**src/rtl/i2c_tgt_pkg.sv**
```systemverilog
package i2c_tgt_pkg;

    localparam logic [6:0] DEV_ADDR  = 7'b1100100;
    localparam logic [6:0] ALRT_ADDR = 7'b0001100;
    localparam int         STATUS_IDX = 0;
    localparam int         BIT_ACK   = 8;
    localparam int         BIT_LAST  = 9;

    typedef enum logic [2:0] {
        PH_IDLE,
        PH_ADDR,
        PH_PTR,
        PH_WDAT,
        PH_RDAT,
        PH_ALRT,
        PH_SKIP
    } phase_e;

    typedef enum logic [1:0] {
        ADR_NONE,
        ADR_WRITE,
        ADR_READ,
        ADR_ALRT
    } adr_kind_e;

    typedef struct packed {
        logic rise;
        logic fall;
        logic start;
        logic stop;
        logic sda;
    } bus_ev_t;

    function automatic adr_kind_e classify(input logic [7:0] b, input logic alert);
        if (b[7:1] == DEV_ADDR)
            return b[0] ? ADR_READ : ADR_WRITE;
        else if (b == {ALRT_ADDR, 1'b1} && alert)
            return ADR_ALRT;
        else
            return ADR_NONE;
    endfunction

endpackage

```
**src/rtl/i2c_tgt_cond.sv**
```systemverilog
module i2c_tgt_cond
    import i2c_tgt_pkg::*;
#(
    parameter int SYNC_STAGES = 2
) (
    input  logic    clk,
    input  logic    rst,
    input  logic    scl_i,
    input  logic    sda_i,
    output bus_ev_t ev_o
);
    logic [SYNC_STAGES-1:0] scl_sh;
    logic [SYNC_STAGES-1:0] sda_sh;
    logic                   scl_p;
    logic                   sda_p;
    logic                   scl_s;
    logic                   sda_s;

    generate
        if (SYNC_STAGES == 1) begin : g_one
            always_ff @(posedge clk) begin
                if (rst) begin
                    scl_sh <= '1;
                    sda_sh <= '1;
                end else begin
                    scl_sh <= scl_i;
                    sda_sh <= sda_i;
                end
            end
        end else begin : g_many
            always_ff @(posedge clk) begin
                if (rst) begin
                    scl_sh <= '1;
                    sda_sh <= '1;
                end else begin
                    scl_sh <= {scl_sh[SYNC_STAGES-2:0], scl_i};
                    sda_sh <= {sda_sh[SYNC_STAGES-2:0], sda_i};
                end
            end
        end
    endgenerate

    assign scl_s = scl_sh[SYNC_STAGES-1];
    assign sda_s = sda_sh[SYNC_STAGES-1];

    always_ff @(posedge clk) begin
        if (rst) begin
            scl_p <= 1'b1;
            sda_p <= 1'b1;
        end else begin
            scl_p <= scl_s;
            sda_p <= sda_s;
        end
    end

    always_comb begin
        ev_o.rise  = scl_s & ~scl_p;
        ev_o.fall  = ~scl_s & scl_p;
        ev_o.start = scl_s & scl_p & sda_p & ~sda_s;
        ev_o.stop  = scl_s & scl_p & ~sda_p & sda_s;
        ev_o.sda   = sda_s;
    end
endmodule

```
**src/rtl/i2c_tgt_ptr.sv**
```systemverilog
module i2c_tgt_ptr #(
    parameter int NUM_REGS = 4,
    parameter int PTR_W    = 2
) (
    input  logic             clk,
    input  logic             rst,
    input  logic             load_i,
    input  logic [PTR_W-1:0] load_val_i,
    input  logic             inc_i,
    output logic [PTR_W-1:0] ptr_o
);
    localparam logic [PTR_W-1:0] LAST = PTR_W'(NUM_REGS - 1);

    always_ff @(posedge clk) begin
        if (rst)
            ptr_o <= '0;
        else if (load_i)
            ptr_o <= load_val_i;
        else if (inc_i)
            ptr_o <= (ptr_o >= LAST) ? '0 : ptr_o + 1'b1;
    end
endmodule

```
**src/rtl/i2c_tgt_fsm.sv**
```systemverilog
module i2c_tgt_fsm
    import i2c_tgt_pkg::*;
#(
    parameter int PTR_W = 2
) (
    input  logic             clk,
    input  logic             rst,
    input  bus_ev_t          ev_i,
    input  logic             alert_i,
    input  logic [PTR_W-1:0] ptr_i,
    input  logic [7:0]       rdata_i,
    output logic             sda_pull_o,
    output logic             we_o,
    output logic [7:0]       wdata_o,
    output logic             ptr_load_o,
    output logic [PTR_W-1:0] ptr_val_o,
    output logic             ptr_inc_o,
    output logic             alert_clr_o
);
    localparam logic [PTR_W-1:0] STATUS_PTR = PTR_W'(STATUS_IDX);

    phase_e    phase;
    adr_kind_e kind;
    logic [3:0] cnt;
    logic [7:0] rx_sh;
    logic [7:0] tx_sh;
    logic       ack_q;
    logic       mack_q;
    logic [7:0] rx_byte;

    assign rx_byte = {rx_sh[6:0], ev_i.sda};

    always_ff @(posedge clk) begin
        if (rst) begin
            phase       <= PH_IDLE;
            kind        <= ADR_NONE;
            cnt         <= '0;
            rx_sh       <= '0;
            tx_sh       <= '0;
            ack_q       <= 1'b0;
            mack_q      <= 1'b0;
            sda_pull_o  <= 1'b0;
            we_o        <= 1'b0;
            wdata_o     <= '0;
            ptr_load_o  <= 1'b0;
            ptr_val_o   <= '0;
            ptr_inc_o   <= 1'b0;
            alert_clr_o <= 1'b0;
        end else begin
            we_o        <= 1'b0;
            ptr_load_o  <= 1'b0;
            ptr_inc_o   <= 1'b0;
            alert_clr_o <= 1'b0;
            if (ev_i.stop) begin
                phase      <= PH_IDLE;
                cnt        <= '0;
                sda_pull_o <= 1'b0;
            end else if (ev_i.start) begin
                phase      <= PH_ADDR;
                cnt        <= '0;
                sda_pull_o <= 1'b0;
            end else if (phase != PH_IDLE && phase != PH_SKIP) begin
                if (ev_i.rise) begin
                    if (cnt < 4'(BIT_LAST))
                        cnt <= cnt + 4'd1;
                    if (cnt < 4'(BIT_ACK))
                        rx_sh <= rx_byte;
                    if (cnt == 4'd7) begin
                        case (phase)
                            PH_ADDR: begin
                                kind  <= classify(rx_byte, alert_i);
                                ack_q <= (classify(rx_byte, alert_i) != ADR_NONE);
                            end
                            PH_PTR: begin
                                ack_q      <= 1'b1;
                                ptr_load_o <= 1'b1;
                                ptr_val_o  <= rx_byte[PTR_W-1:0];
                            end
                            PH_WDAT: begin
                                ack_q     <= 1'b1;
                                ptr_inc_o <= 1'b1;
                                wdata_o   <= rx_byte;
                                we_o      <= (ptr_i != STATUS_PTR);
                            end
                            default: ack_q <= 1'b0;
                        endcase
                    end
                    if (cnt == 4'(BIT_ACK)) begin
                        if (phase == PH_RDAT) begin
                            ptr_inc_o <= 1'b1;
                            mack_q    <= ~ev_i.sda;
                        end
                        if (phase == PH_ALRT)
                            alert_clr_o <= 1'b1;
                    end
                end else if (ev_i.fall) begin
                    if (cnt == 4'(BIT_LAST)) begin
                        cnt <= '0;
                        sda_pull_o <= 1'b0;
                        case (phase)
                            PH_ADDR: begin
                                if (!ack_q)
                                    phase <= PH_SKIP;
                                else begin
                                    case (kind)
                                        ADR_WRITE: phase <= PH_PTR;
                                        ADR_READ: begin
                                            phase      <= PH_RDAT;
                                            tx_sh      <= rdata_i;
                                            sda_pull_o <= ~rdata_i[7];
                                        end
                                        ADR_ALRT: begin
                                            phase      <= PH_ALRT;
                                            tx_sh      <= {DEV_ADDR, 1'b1};
                                            sda_pull_o <= ~DEV_ADDR[6];
                                        end
                                        default: phase <= PH_SKIP;
                                    endcase
                                end
                            end
                            PH_PTR:  phase <= PH_WDAT;
                            PH_WDAT: phase <= PH_WDAT;
                            PH_RDAT: begin
                                if (mack_q) begin
                                    tx_sh      <= rdata_i;
                                    sda_pull_o <= ~rdata_i[7];
                                end else
                                    phase <= PH_SKIP;
                            end
                            default: phase <= PH_SKIP;
                        endcase
                    end else if (cnt == 4'(BIT_ACK)) begin
                        if (phase == PH_RDAT || phase == PH_ALRT)
                            sda_pull_o <= 1'b0;
                        else
                            sda_pull_o <= ack_q;
                    end else if (cnt != 4'd0 && (phase == PH_RDAT || phase == PH_ALRT)) begin
                        sda_pull_o <= ~tx_sh[6];
                        tx_sh      <= {tx_sh[6:0], 1'b0};
                    end
                end
            end
        end
    end
endmodule

```
**src/rtl/i2c_alert_target.sv**
```systemverilog
module i2c_alert_target
    import i2c_tgt_pkg::*;
#(
    parameter int NUM_REGS    = 4,
    parameter int SYNC_STAGES = 2,
    localparam int PTR_W      = (NUM_REGS > 1) ? $clog2(NUM_REGS) : 1
) (
    input  logic             clk,
    input  logic             rst,
    input  logic             scl_i,
    input  logic             sda_i,
    output logic             sda_pull_o,
    input  logic             alert_i,
    output logic             alert_clr_o,
    output logic [PTR_W-1:0] reg_addr_o,
    output logic             reg_we_o,
    output logic [7:0]       reg_wdata_o,
    input  logic [7:0]       reg_rdata_i
);
    bus_ev_t          ev;
    logic             ptr_load;
    logic [PTR_W-1:0] ptr_val;
    logic             ptr_inc;

    i2c_tgt_cond #(.SYNC_STAGES(SYNC_STAGES)) u_cond (
        .clk   (clk),
        .rst   (rst),
        .scl_i (scl_i),
        .sda_i (sda_i),
        .ev_o  (ev)
    );

    i2c_tgt_ptr #(.NUM_REGS(NUM_REGS), .PTR_W(PTR_W)) u_ptr (
        .clk        (clk),
        .rst        (rst),
        .load_i     (ptr_load),
        .load_val_i (ptr_val),
        .inc_i      (ptr_inc),
        .ptr_o      (reg_addr_o)
    );

    i2c_tgt_fsm #(.PTR_W(PTR_W)) u_fsm (
        .clk         (clk),
        .rst         (rst),
        .ev_i        (ev),
        .alert_i     (alert_i),
        .ptr_i       (reg_addr_o),
        .rdata_i     (reg_rdata_i),
        .sda_pull_o  (sda_pull_o),
        .we_o        (reg_we_o),
        .wdata_o     (reg_wdata_o),
        .ptr_load_o  (ptr_load),
        .ptr_val_o   (ptr_val),
        .ptr_inc_o   (ptr_inc),
        .alert_clr_o (alert_clr_o)
    );
endmodule

```
**config.mk**
```make
export PLATFORM = sky130hd
export DESIGN_NAME = i2c_alert_target
export DESIGN_NICKNAME = d
export VERILOG_FILES = /design/src/rtl/i2c_tgt_pkg.sv /design/src/rtl/i2c_tgt_cond.sv /design/src/rtl/i2c_tgt_ptr.sv /design/src/rtl/i2c_tgt_fsm.sv /design/src/rtl/i2c_alert_target.sv
export SDC_FILE = /design/constraint.sdc
export NUM_CORES = 1
export LEC_CHECK = 0
export BUFFER_PORTS_ARGS = -buffer_cell sky130_fd_sc_hd__buf_2
export CAP_MARGIN = 10
export CORE_MARGIN = 3
export CORE_UTILIZATION = 57
export DETAILED_ROUTE_END_ITERATION = 7
export PLACE_DENSITY = 0.78
export RECOVER_POWER = 25
export SLEW_MARGIN = 30
export SYNTH_ARGS = -nofsm -noshare
export SYNTH_HDL_FRONTEND = slang
export SYNTH_SLANG_ARGS = --single-unit
```
**constraint.sdc**
```tcl
create_clock -name clk -period 2.5 [get_ports clk]
set_input_delay 0 -clock clk [delete_from_list [all_inputs] [get_ports clk]]
set_output_delay 0 -clock clk [all_outputs]
set_load 0.005 [all_outputs]
```
==> flow_summary.ini, run 1 <==
[timing]
setup_viol = 0
clock-skew-final_ns = 0.004217
grt_setup_unrepaired = no
tns_ns = 0
slew_headroom_pct = 59.23
worstMarginPinSlew_ns = 0.5962
worst_slack_ns = 0.2071
fin_crit_sh_pct = 91.72
min_period_ns = 2.293
hold_violations = 0
fmax_mhz = 436.1
slew_viol_final = 0

[final_layout]
antenna_cells = 0
drive_gt1_share_pct = 15.75
area_growth_pct = 13.04
nNetsFinal = 311
fill_cells = 300

[synth]
synth_edf_count = 0
ys_ff_latch = 48
ys_types = 49
synth_warnings = 0
syn-num-nets = 285
ys.flop_type = dfxtp_1
syn_inst = 265
synthArstFlopShare_pct = 0
yosysSeqAreaShare_pct = 41.90
synth_area_sq_um = 2293
syn_avg_cell_area_sq_um = 8.655

[clocking]
cts.sinks = 48
htree_levels = 2
clock-root-buffer = clkbuf_8
worstSkewPairLatency_ns = 0.30
cts_buffers = 5
cts_tree = yes
cts_max_path_buffers = 2
clkTransAtPathRegs_ns = 0.09

[grt]
grt_start_max_net_pins = 37
grt_pass1_wl_um = 7776
overflow = 0
antenna_found_initial = 0
grt_usage_pct = 19.45
grt_pass1_vias = 1791

[die]
ios = 26
die_h_um = 69.43
rows = 22
dieArea_sq_um = 4821
core_sq_um = 3771
dieWidth_um = 69.43
start_util_pct = 60.82

[hold_path]
holdCritStartpoint = reg_rdata_i[5]
hold_class = input pin to register

[critical_path]
critical_path_class = register to register
cp-start-kind = register
startpoint = u_fsm.cnt[0]
cp.arrival_ns = 2.53
critPathMaxFanout = 14
endpoint_kind = register
worstPathRequired_ns = 2.73
reg2reg_from = u_fsm.cnt[0]

[place]
numPortBuffers = 25
post-place-ws_ns = 0.2603
gp_congestion = 0.9023
dp_hpwl_um = 3102

[drt]
dr_wl_met3_um = 191
routed-wl-met2_um = 2026
drt_iter0_drc = 137
final_antenna_net_count = 0
highest-signal-layer = met4
drc = 0
wl_met1_um = 2189
viasPerCell = 5.588
drt-total-wl_um = 4468
dr.pass1.iters = 4
routed-via-count = 1900
routedWlPerCell_um = 13.14

[pwr]
power_w = 0.001411
p_leak_nw = 0.9913
power.density_nw_per_um2 = 544.5
peakVddDrop_mv = 0.4873

[run_status]
status = completed

[run]
cap_viol_max_count = 0
[cell usage after synthesis, types with 4 or more instances]
cell type   n  share of area [%]
o21ai_0    13                2.8
buf_2       5                1.1
or3_1       5                1.4
inv_1      12                2.0
nor3_1      7                1.5
mux2i_1    20                8.7
o311a_1     5                2.2
nand2b_1    6                1.6
a21oi_1    13                2.8
clkbuf_1    7                1.1
ha_1        7                3.8
nand2_1    15                2.5
nor2_1     40                6.5
nand3b_1    4                1.3
dfxtp_1    48                 42
nand3_1     6                1.3
or2_2       6                1.6
o21bai_1    4                1.3
[critical path, stage by stage, from the launching register on]
cell	delay, ns
dfxtp_1	0.39
inv_1	0.08
ha_1	0.23
and3b_4	0.21
o32a_1	0.28
or4_4	0.51
or3_1	0.38
a21oi_1	0.14
[registers in the layout (all words and copies together) (netlist names), 2 cells and up]
name	count
u_cond.scl_sh	2
u_cond.sda_sh	2
u_fsm.cnt	4
u_fsm.kind	2
u_fsm.phase	3
u_fsm.ptr_val_o	2
u_fsm.rx_sh	7
u_fsm.tx_sh	7
u_fsm.wdata_o	8
u_ptr.ptr_o	2
[kinds of logic (layout without fill, tap and decap cells)]
kind of cell / after synthesis / count (layout) / share of synthesized area [%]
and+or+nand+nor: 110 / 110 / 24.99
AOI/OAI and AO/OA: 52 / 52 / 14.73
DFF: 48 / 48 / 41.90
buffers and inverters: 25 / 52 / 4.692
muxes: 20 / 20 / 8.729
adders and majority gates: 7 / 7 / 3.819
xor gates and xnor gates: 3 / 3 / 1.146
[metal layers]
metal,vias up,global-route usage (%)
li1,985,-
met1,863,26.06
met2,46,30.40
met3,6,4.493
met4,0,7.375
met5,-,0
[final timing paths]
check,to,slack (ns),depth (start not counted)
setup / recovery,u_fsm.tx_sh[0],0.21,7
setup reg to reg,u_fsm.tx_sh[0],0.21,7
hold reg to reg,u_cond.scl_sh[1],0.42,1
hold / removal,u_fsm.tx_sh[5],0.10,4
[cell usage in the layout (no fill, tap or decap), types with 7 or more instances in the layout]
cell	count
nand2_1	15
inv_1	12
a21oi_1	13
o21ai_0	13
ha_1	7
nor2_1	40
nor3_1	7
dfxtp_1	48
buf_2	23
mux2i_1	20
[stage by stage]
stage / cells / hold slack (ns) / utilization, % / instance area (sq um)
3_5_place_dp: 330 / 0.1889 / 65.06 / 2454
3_3_place_gp: 330 / 0.1829 / 65.06 / 2454
6_report: 340 / 0.1033 / 68.75 / 2592
2_1_floorplan: 265 / 0.1038 / - / 2293
5_1_grt: 340 / 0.1380 / 68.75 / 2592
4_1_cts: 340 / 0.1018 / 68.81 / 2595
[final cells by class]
type                            instances  area, sq um  area share [%]
Clock buffer                            6        82.58           3.185
Clock inverter                          2        38.79           1.496
Inverter                               12        45.04           1.737
Multi-Input combinational cell        192         1225           47.25
Sequential cell                        48        960.9           37.07
Tap cell                               48        60.06           2.317
Timing Repair Buffer                   32        180.2           6.950
[where the power goes]
group          leakage (nW)  switching (W)  internal, W
registers             0.388     0.00000512     0.000769
logic                 0.542      0.0000275    0.0000197
clock network        0.0614       0.000263     0.000327
[timing repair]
| action | 4_1_cts | 5_1_grt |
|---|---|---|
| setup buffers | 0 | 0 |
| hold endpoints to repair | 2 | 0 |
| hold buffers | 2 | 0 |
| gates resized for setup | 0 | 0 |
(Power assumes the default switching activity.)
==> run 2, diff against run 1 <==
--- a/config.mk
+++ b/config.mk
@@ -5,12 +5,13 @@
 export SDC_FILE = /design/constraint.sdc
 export NUM_CORES = 1
 export LEC_CHECK = 0
+export ABC_AREA = 1
 export BUFFER_PORTS_ARGS = -buffer_cell sky130_fd_sc_hd__buf_2
 export CAP_MARGIN = 10
 export CORE_MARGIN = 3
-export CORE_UTILIZATION = 57
+export CORE_UTILIZATION = 58
 export DETAILED_ROUTE_END_ITERATION = 7
-export PLACE_DENSITY = 0.78
+export PLACE_DENSITY = 0.79
 export RECOVER_POWER = 25
 export SLEW_MARGIN = 30
 export SYNTH_ARGS = -nofsm -noshare
==> run 2 against run 1 <==
Against the previous run: setup slack gained 0.41 ns; global-route usage grew 1.7 points; via count grew 16%; core utilization shrank 1.4 points; critical path type unchanged; cell area grew 5.5%; maximum frequency grew 22%; first-iteration DRC count grew 31%; die area grew 5.9%; area after synthesis grew 8.3%.
==> flow_summary.ini, run 2 <==
[final_layout]
final_util_pct = 67.38
area_growth_pct = 10.02
multi_input_area_sq_um = 1282
largest_register = u_fsm.wdata_o
mostFrequentLayoutCell = nor2_1
reg_top3 = u_fsm.wdata_o x8, u_fsm.rx_sh x7, u_fsm.tx_sh x7
largest_register_ffs = 8
nNetsFinal = 402
seqCellArea_sq_um = 960.9
antenna_cells = 0
drive_gt1_share_pct = 15.97
fill_cells = 363
layout_common_cells = nor2_1 (72), nand2_1 (57), dfxtp_1 (48), inv_1 (43), o21ai_0 (23)

[hold_path]
hold_class = input pin to register
holdCritStartpoint = reg_rdata_i[7]
holdPathEnd = u_fsm.sda_pull_o
hold_depth = 4

[timing]
fmax_mhz = 530.4
hold_violations = 0
clock-skew-final_ns = 0.005518
setup_viol = 0
worstMarginPinSlew_ns = 0.4452
slew_viol_final = 0
holdWs_ns = 0.03287
slew_headroom_pct = 70.28
min_period_ns = 1.885
fin_crit_sh_pct = 75.42
grt_setup_unrepaired = no
tns_ns = 0

[clocking]
cts_buffers = 5
post_cts_buffers = 0
worstSkewPairLatency_ns = 0.29
postCtsResizedCells = 0
cts.sinks = 48
clkTransAtPathRegs_ns = 0.09
cts_max_path_buffers = 2
cts_tree = yes
holdBufCountCts = 3
clock-root-buffer = clkbuf_8
htree_levels = 2

[critical_path]
reg2reg_depth = 7
worstPathRequired_ns = 2.68
endpoint_kind = register
rr_endpoint = u_fsm.rx_sh[6]
cp_slowest_cell = dfxtp_1
cp_num_buf_inv = 1
reg2reg_from = u_cond.sda_sh[1]
cp_common_cell = nand3_1
max_stage_delay_ns = 0.54
critical_path_class = register to register
critPathMaxFanout = 12
reg2reg_slack_ns = 0.61
cp-start-kind = register
critPathTopFamily = simple AND/OR/NAND/NOR gates
cp.arrival_ns = 2.06
crit_chain = inv_1 -> nand3_1 -> nand2_1 -> nor2_4 -> nand3_1 -> o21ai_0 -> a21oi_1

[run]
cap_viol_max_count = 0

[synth]
syn_avg_cell_area_sq_um = 7.059
synth.most_common_cell = nor2_1
synth_area_sq_um = 2485
synth-simple-area-share_pct = 36.20
synth_area_leaders = dfxtp_1 (39%), nor2_1 (11%), nand2_1 (8.6%)
synth_compound_area_share_pct = 11.53
synth_top_family_by_area = simple AND/OR/NAND/NOR gates
yosysTopAreaCell = dfxtp_1
synthArstFlopShare_pct = 0
yosysSeqAreaShare_pct = 38.67
ys.flop_type = dfxtp_1
ys_types = 34
synth_mux_area_share_pct = 0
synth-xor-area-share_pct = 0.3525
syn-num-nets = 372
synth_common_cells = nor2_1 (72), nand2_1 (57), dfxtp_1 (48), inv_1 (43), o21ai_0 (23)
synth_edf_count = 0
synth_warnings = 0
syn_inst = 352
synth_fa_ha_area_share_pct = 3.525
ys_ff_latch = 48
synth_top_area_share_pct = 38.67

[die]
rows = 23
die_h_um = 71.46
ios = 26
core_sq_um = 4058
start_util_pct = 61.24
dieWidth_um = 71.46
dieArea_sq_um = 5106

[drt]
routedWlPerCell_um = 11.76
dr.pass1.iters = 4
final_antenna_net_count = 0
drc = 0
drt-total-wl_um = 5082
viasPerCell = 5.086
drt_iter0_drc = 179
routed-via-count = 2197

[place]
numPortBuffers = 25
dp_hpwl_um = 3856
gp_congestion = 0.9230

[grt]
grt_start_max_net_pins = 19
overflow = 0
grt_pass1_vias = 1929
grt_pass1_wl_um = 8728
antenna_found_initial = 0
grt_usage_pct = 21.11

[pwr]
power.density_nw_per_um2 = 468.7
peakVddDrop_mv = 0.4411
p_leak_nw = 1.332

[run_status]
status = completed
## run 2: cell count changes in the layout (fill, tap and decap cells not counted), moves of 6 or more
| cell | before | now |
|---|---|---|
| inv_1 | 12 | 43 |
| nand2b_1 | 6 | 0 |
| mux2i_1 | 20 | 0 |
| o21ai_0 | 13 | 23 |
| nand3_1 | 6 | 19 |
| nand2_1 | 15 | 57 |
| nor2_1 | 40 | 72 |
| inv_2 | 0 | 6 |
## run 2: worst max path at each step
stage	start	end	slack, ns	cells past startpoint
after floorplan	u_cond.scl_p	u_fsm.tx_sh[1]	1.02	10
after global placement	u_cond.sda_sh[1]	u_fsm.rx_sh[2]	0.75	7
after detailed placement	u_cond.sda_sh[1]	u_fsm.rx_sh[6]	0.67	7
after CTS	u_cond.sda_sh[1]	u_fsm.rx_sh[6]	0.64	7
after global routing	u_cond.sda_sh[1]	u_fsm.rx_sh[2]	0.45	7
final	u_cond.sda_sh[1]	u_fsm.rx_sh[6]	0.61	7
## run 2: metrics by stage
stage / instances / area (sq um) / setup WS (ns) / power (W)
3_5_place_dp: 422 / 2629 / 0.6737 / 0.0008532
5_1_grt: 432 / 2734 / 0.4456 / 0.001330
3_3_place_gp: 422 / 2629 / 0.7493 / 0.0008525
6_report: 432 / 2734 / 0.6146 / 0.001281
4_1_cts: 432 / 2740 / 0.6397 / 0.001291
2_1_floorplan: 352 / 2485 / 1.017 / 0.0008350
## run 2: power breakdown
group          internal, W  switching (W)
registers         0.000769     0.00000481
clock network     0.000190       0.000252
logic            0.0000254      0.0000402
total             0.000984       0.000297
## run 2: cells by family (layout without fill, tap and decap cells)
kind of cell    Yosys count  count (layout)
flops                    48              48
xor+xnor                  1               1
simple gates            188             188
fa+ha+maj                 7               7
compound gates           52              52
buf+inv                  56              86
## run 2: worst register-to-register path: stages (launching register included)
cell and delay, ns:
dfxtp_1 0.54, inv_1 0.11, nand3_1 0.12, nand2_1 0.15, nor2_4 0.17, nand3_1 0.32
o21ai_0 0.29, a21oi_1 0.06
## run 2: per-layer routing
metal | share of wire, % | vias up | global-route usage [%] | wire, um
met5 | 0 | - | 0 | 0
met4 | 1.4 | 0 | 6.054 | 71
met3 | 3.4 | 8 | 4.488 | 172
met2 | 45 | 39 | 32.96 | 2271
met1 | 50 | 976 | 29.52 | 2566
li1 | - | 1174 | - | -
## run 2: final cells by class
cell class,instances,area share [%]
clock buffer,5,2.517
sequential,48,35.15
multi-input combinational,248,46.91
tap,50,2.288
inverter,50,6.957
clock inverter,2,0.4577
timing repair buffer,29,5.721
==> run 3, diff against run 2 <==
--- a/config.mk
+++ b/config.mk
@@ -5,13 +5,13 @@
 export SDC_FILE = /design/constraint.sdc
 export NUM_CORES = 1
 export LEC_CHECK = 0
-export ABC_AREA = 1
+export ABC_AREA = 0
 export BUFFER_PORTS_ARGS = -buffer_cell sky130_fd_sc_hd__buf_2
 export CAP_MARGIN = 10
 export CORE_MARGIN = 3
-export CORE_UTILIZATION = 58
+export CORE_UTILIZATION = 52
 export DETAILED_ROUTE_END_ITERATION = 7
-export PLACE_DENSITY = 0.79
+export PLACE_DENSITY = 0.75
 export RECOVER_POWER = 25
 export SLEW_MARGIN = 30
 export SYNTH_ARGS = -nofsm -noshare
==> constraint.sdc (replaced) <==
create_clock -name clk -period 1.55 [get_ports clk]
set_input_delay 0 -clock clk [delete_from_list [all_inputs] [get_ports clk]]
set_output_delay 0 -clock clk [all_outputs]
set_load 0.005 [all_outputs]
==> run 3 against run 2 <==
Against the previous run: the flow now finishes with violations (negative setup slack); count of clock-buffer cells in the layout unchanged; die area up 2.7%; sequential power up 60%; non-clock buffer count up 61; via count up 6.7%; setup slack worse by 1.2 ns; cell area up 25%; maximum frequency down 10%; hold slack better by 0.080 ns; cell count down 7.4%; sequential cell count unchanged; combinational power up 130%; largest cell class unchanged.
==> flow_summary.ini, run 3 (same netlist as run 1, synthesis figures left out) <==
[pwr]
pwr-share-comb_pct = 6.2
power_w = 0.002457
switchingPower_w = 0.0005088
intPower_w = 0.001948
peakVddDrop_mv = 0.5367
p_clk_share_pct = 43.2
power.density_nw_per_um2 = 719.5
p_leak_nw = 1.337
p_seq_share_pct = 50.6
swShare_pct = 20.71

[timing]
hold_violations = 0
slew_viol_final = 0
fmax_mhz = 475.2
grt_setup_unrepaired = yes
clock-skew-final_ns = 0.01092
worst_slack_ns = -0.5544
tns_ns = -8.471
slew_headroom_pct = 72.87
min_period_ns = 2.104
holdWs_ns = 0.1124
worstMarginPinSlew_ns = 0.3966
setup_viol = 36
fin_crit_sh_pct = 135.8

[place]
numPortBuffers = 25
dp_hpwl_um = 3817
place_inst = 378
gp_congestion = 0.8031
place_area_sq_um = 2910

[critical_path]
reg2reg_slack_ns = -0.55
cp-endpoint = u_fsm.tx_sh[0]
reg2reg_depth = 7
critPathMaxFanout = 6
cp_slowest_cell = or4_4
worstPathRequired_ns = 1.79
endpoint_kind = register
crit_chain = inv_2 -> ha_4 -> and3b_4 -> o32a_1 -> or4_4 -> or3_4 -> a21oi_2
crit_cells = 7
reg2reg_from = u_fsm.cnt[0]
cp.arrival_ns = 2.34
cp-start-kind = register
max_stage_delay_ns = 0.47
startpoint = u_fsm.cnt[0]
rr_endpoint = u_fsm.tx_sh[0]
critical_path_class = register to register
critPathTopFamily = simple AND/OR/NAND/NOR gates
cp_num_buf_inv = 1

[grt]
grt_start_max_net_pins = 32
grt_usage_pct = 23.08
grt_pass1_wl_um = 9625
grt_pass1_vias = 2061
overflow = 0
antenna_found_initial = 0

[die]
start_util_pct = 55.73
core_sq_um = 4115
die_h_um = 72.41
ios = 26
rows = 23
dieWidth_um = 72.41
dieArea_sq_um = 5243

[run]
cap_viol_max_count = 0

[final_layout]
largest_register_ffs = 8
largest_register = u_fsm.wdata_o
layout_common_cells = buf_4 (45), dfxtp_1 (41), nor2_1 (35), buf_2 (23), mux2i_1 (19)
seqCellArea_sq_um = 974.7
multi_input_area_sq_um = 1489
area_growth_pct = 48.88
stdcell_count = 400
mostFrequentLayoutCell = buf_4
fill_cells = 227
antenna_cells = 0
design_area_sq_um = 3415
drive_gt1_share_pct = 42.86
nNetsFinal = 370
reg_top3 = u_fsm.wdata_o x8, u_fsm.rx_sh x7, u_fsm.tx_sh x7

[drt]
final_antenna_net_count = 0
drc = 0
dr.pass1.iters = 5
routedWlPerCell_um = 17.02
viasPerCell = 5.863
drt_iter0_drc = 263
drt-total-wl_um = 6809
routed-via-count = 2345

[clocking]
clock-root-buffer = clkbuf_8
cts.sinks = 48
htree_levels = 2
worstSkewPairLatency_ns = 0.30
cts_max_path_buffers = 2
cts_tree = yes
clkTransAtPathRegs_ns = 0.09
cts_buffers = 5

[run_status]
violations = negative setup slack
status = finished with violations

[hold_path]
hold_class = input pin to register
==> run 3: worst min path at each step <==
stage          slack (ns)  cells past startpoint                to           start
6_report             0.11                      4    u_fsm.tx_sh[2]  reg_rdata_i[2]
5_1_grt              0.13                      4    u_fsm.tx_sh[2]  reg_rdata_i[2]
4_1_cts              0.11                      4    u_fsm.tx_sh[0]  reg_rdata_i[0]
3_5_place_dp         0.20                      2  u_cond.scl_sh[0]           scl_i
3_3_place_gp         0.18                      2  u_cond.sda_sh[0]           sda_i
2_1_floorplan        0.10                      1  u_cond.scl_sh[0]           scl_i
==> run 3: worst min-delay path, stage by stage <==
cell and delay [ns]:
buf_2 0.08, nand2_1 0.03, o21ai_0 0.13, o311a_1 0.14
==> run 3: timing repair <==
action / CTS / global route
hold endpoints to repair: 5 / 0
gates resized for setup: 26 / 37
buffers inserted: 2 / 10
hold buffers: 3 / 0
setup endpoints to repair: 34 / 36
pin swaps: 10 / 7
cloned: 1 / 0
==> run 3: final cells by class <==
class	count	share of cell area, %
Inverter	12	1.392
Multi-Input combinational cell	193	43.61
Sequential cell	48	28.55
Clock buffer	5	2.015
Clock inverter	2	1.759
Tap cell	50	1.832
Timing Repair Buffer	90	20.85
==> run 3: layer usage <==
layer | track usage (%) | routed length, um | part of all wire [%]
met1 | 31.10 | 2746 | 40
met2 | 38.22 | 3495 | 51
met3 | 4.432 | 410 | 6.0
met4 | 5.533 | 157 | 2.3
met5 | 0 | 0 | 0
==> run 3: power groups by stage <==
stage | Sequential, W | Combinational (W) | Clock, W
2_1_floorplan | 0.00127 | 0.0000558 | 0
3_3_place_gp | 0.00127 | 0.000116 | 0
3_5_place_dp | 0.00127 | 0.000118 | 0
4_1_cts | 0.00125 | 0.000134 | 0.00106
5_1_grt | 0.00124 | 0.000162 | 0.00110
6_report | 0.00124 | 0.000152 | 0.00106
==> run 3: stage by stage <==
step                util, %  setup WS, ns
finish                82.97       -0.5544
global route          82.97       -0.6098
CTS                   77.68       -0.4977
detailed placement    70.72       -0.4769
global placement      70.72       -0.4384
floorplan                 -       -0.4611
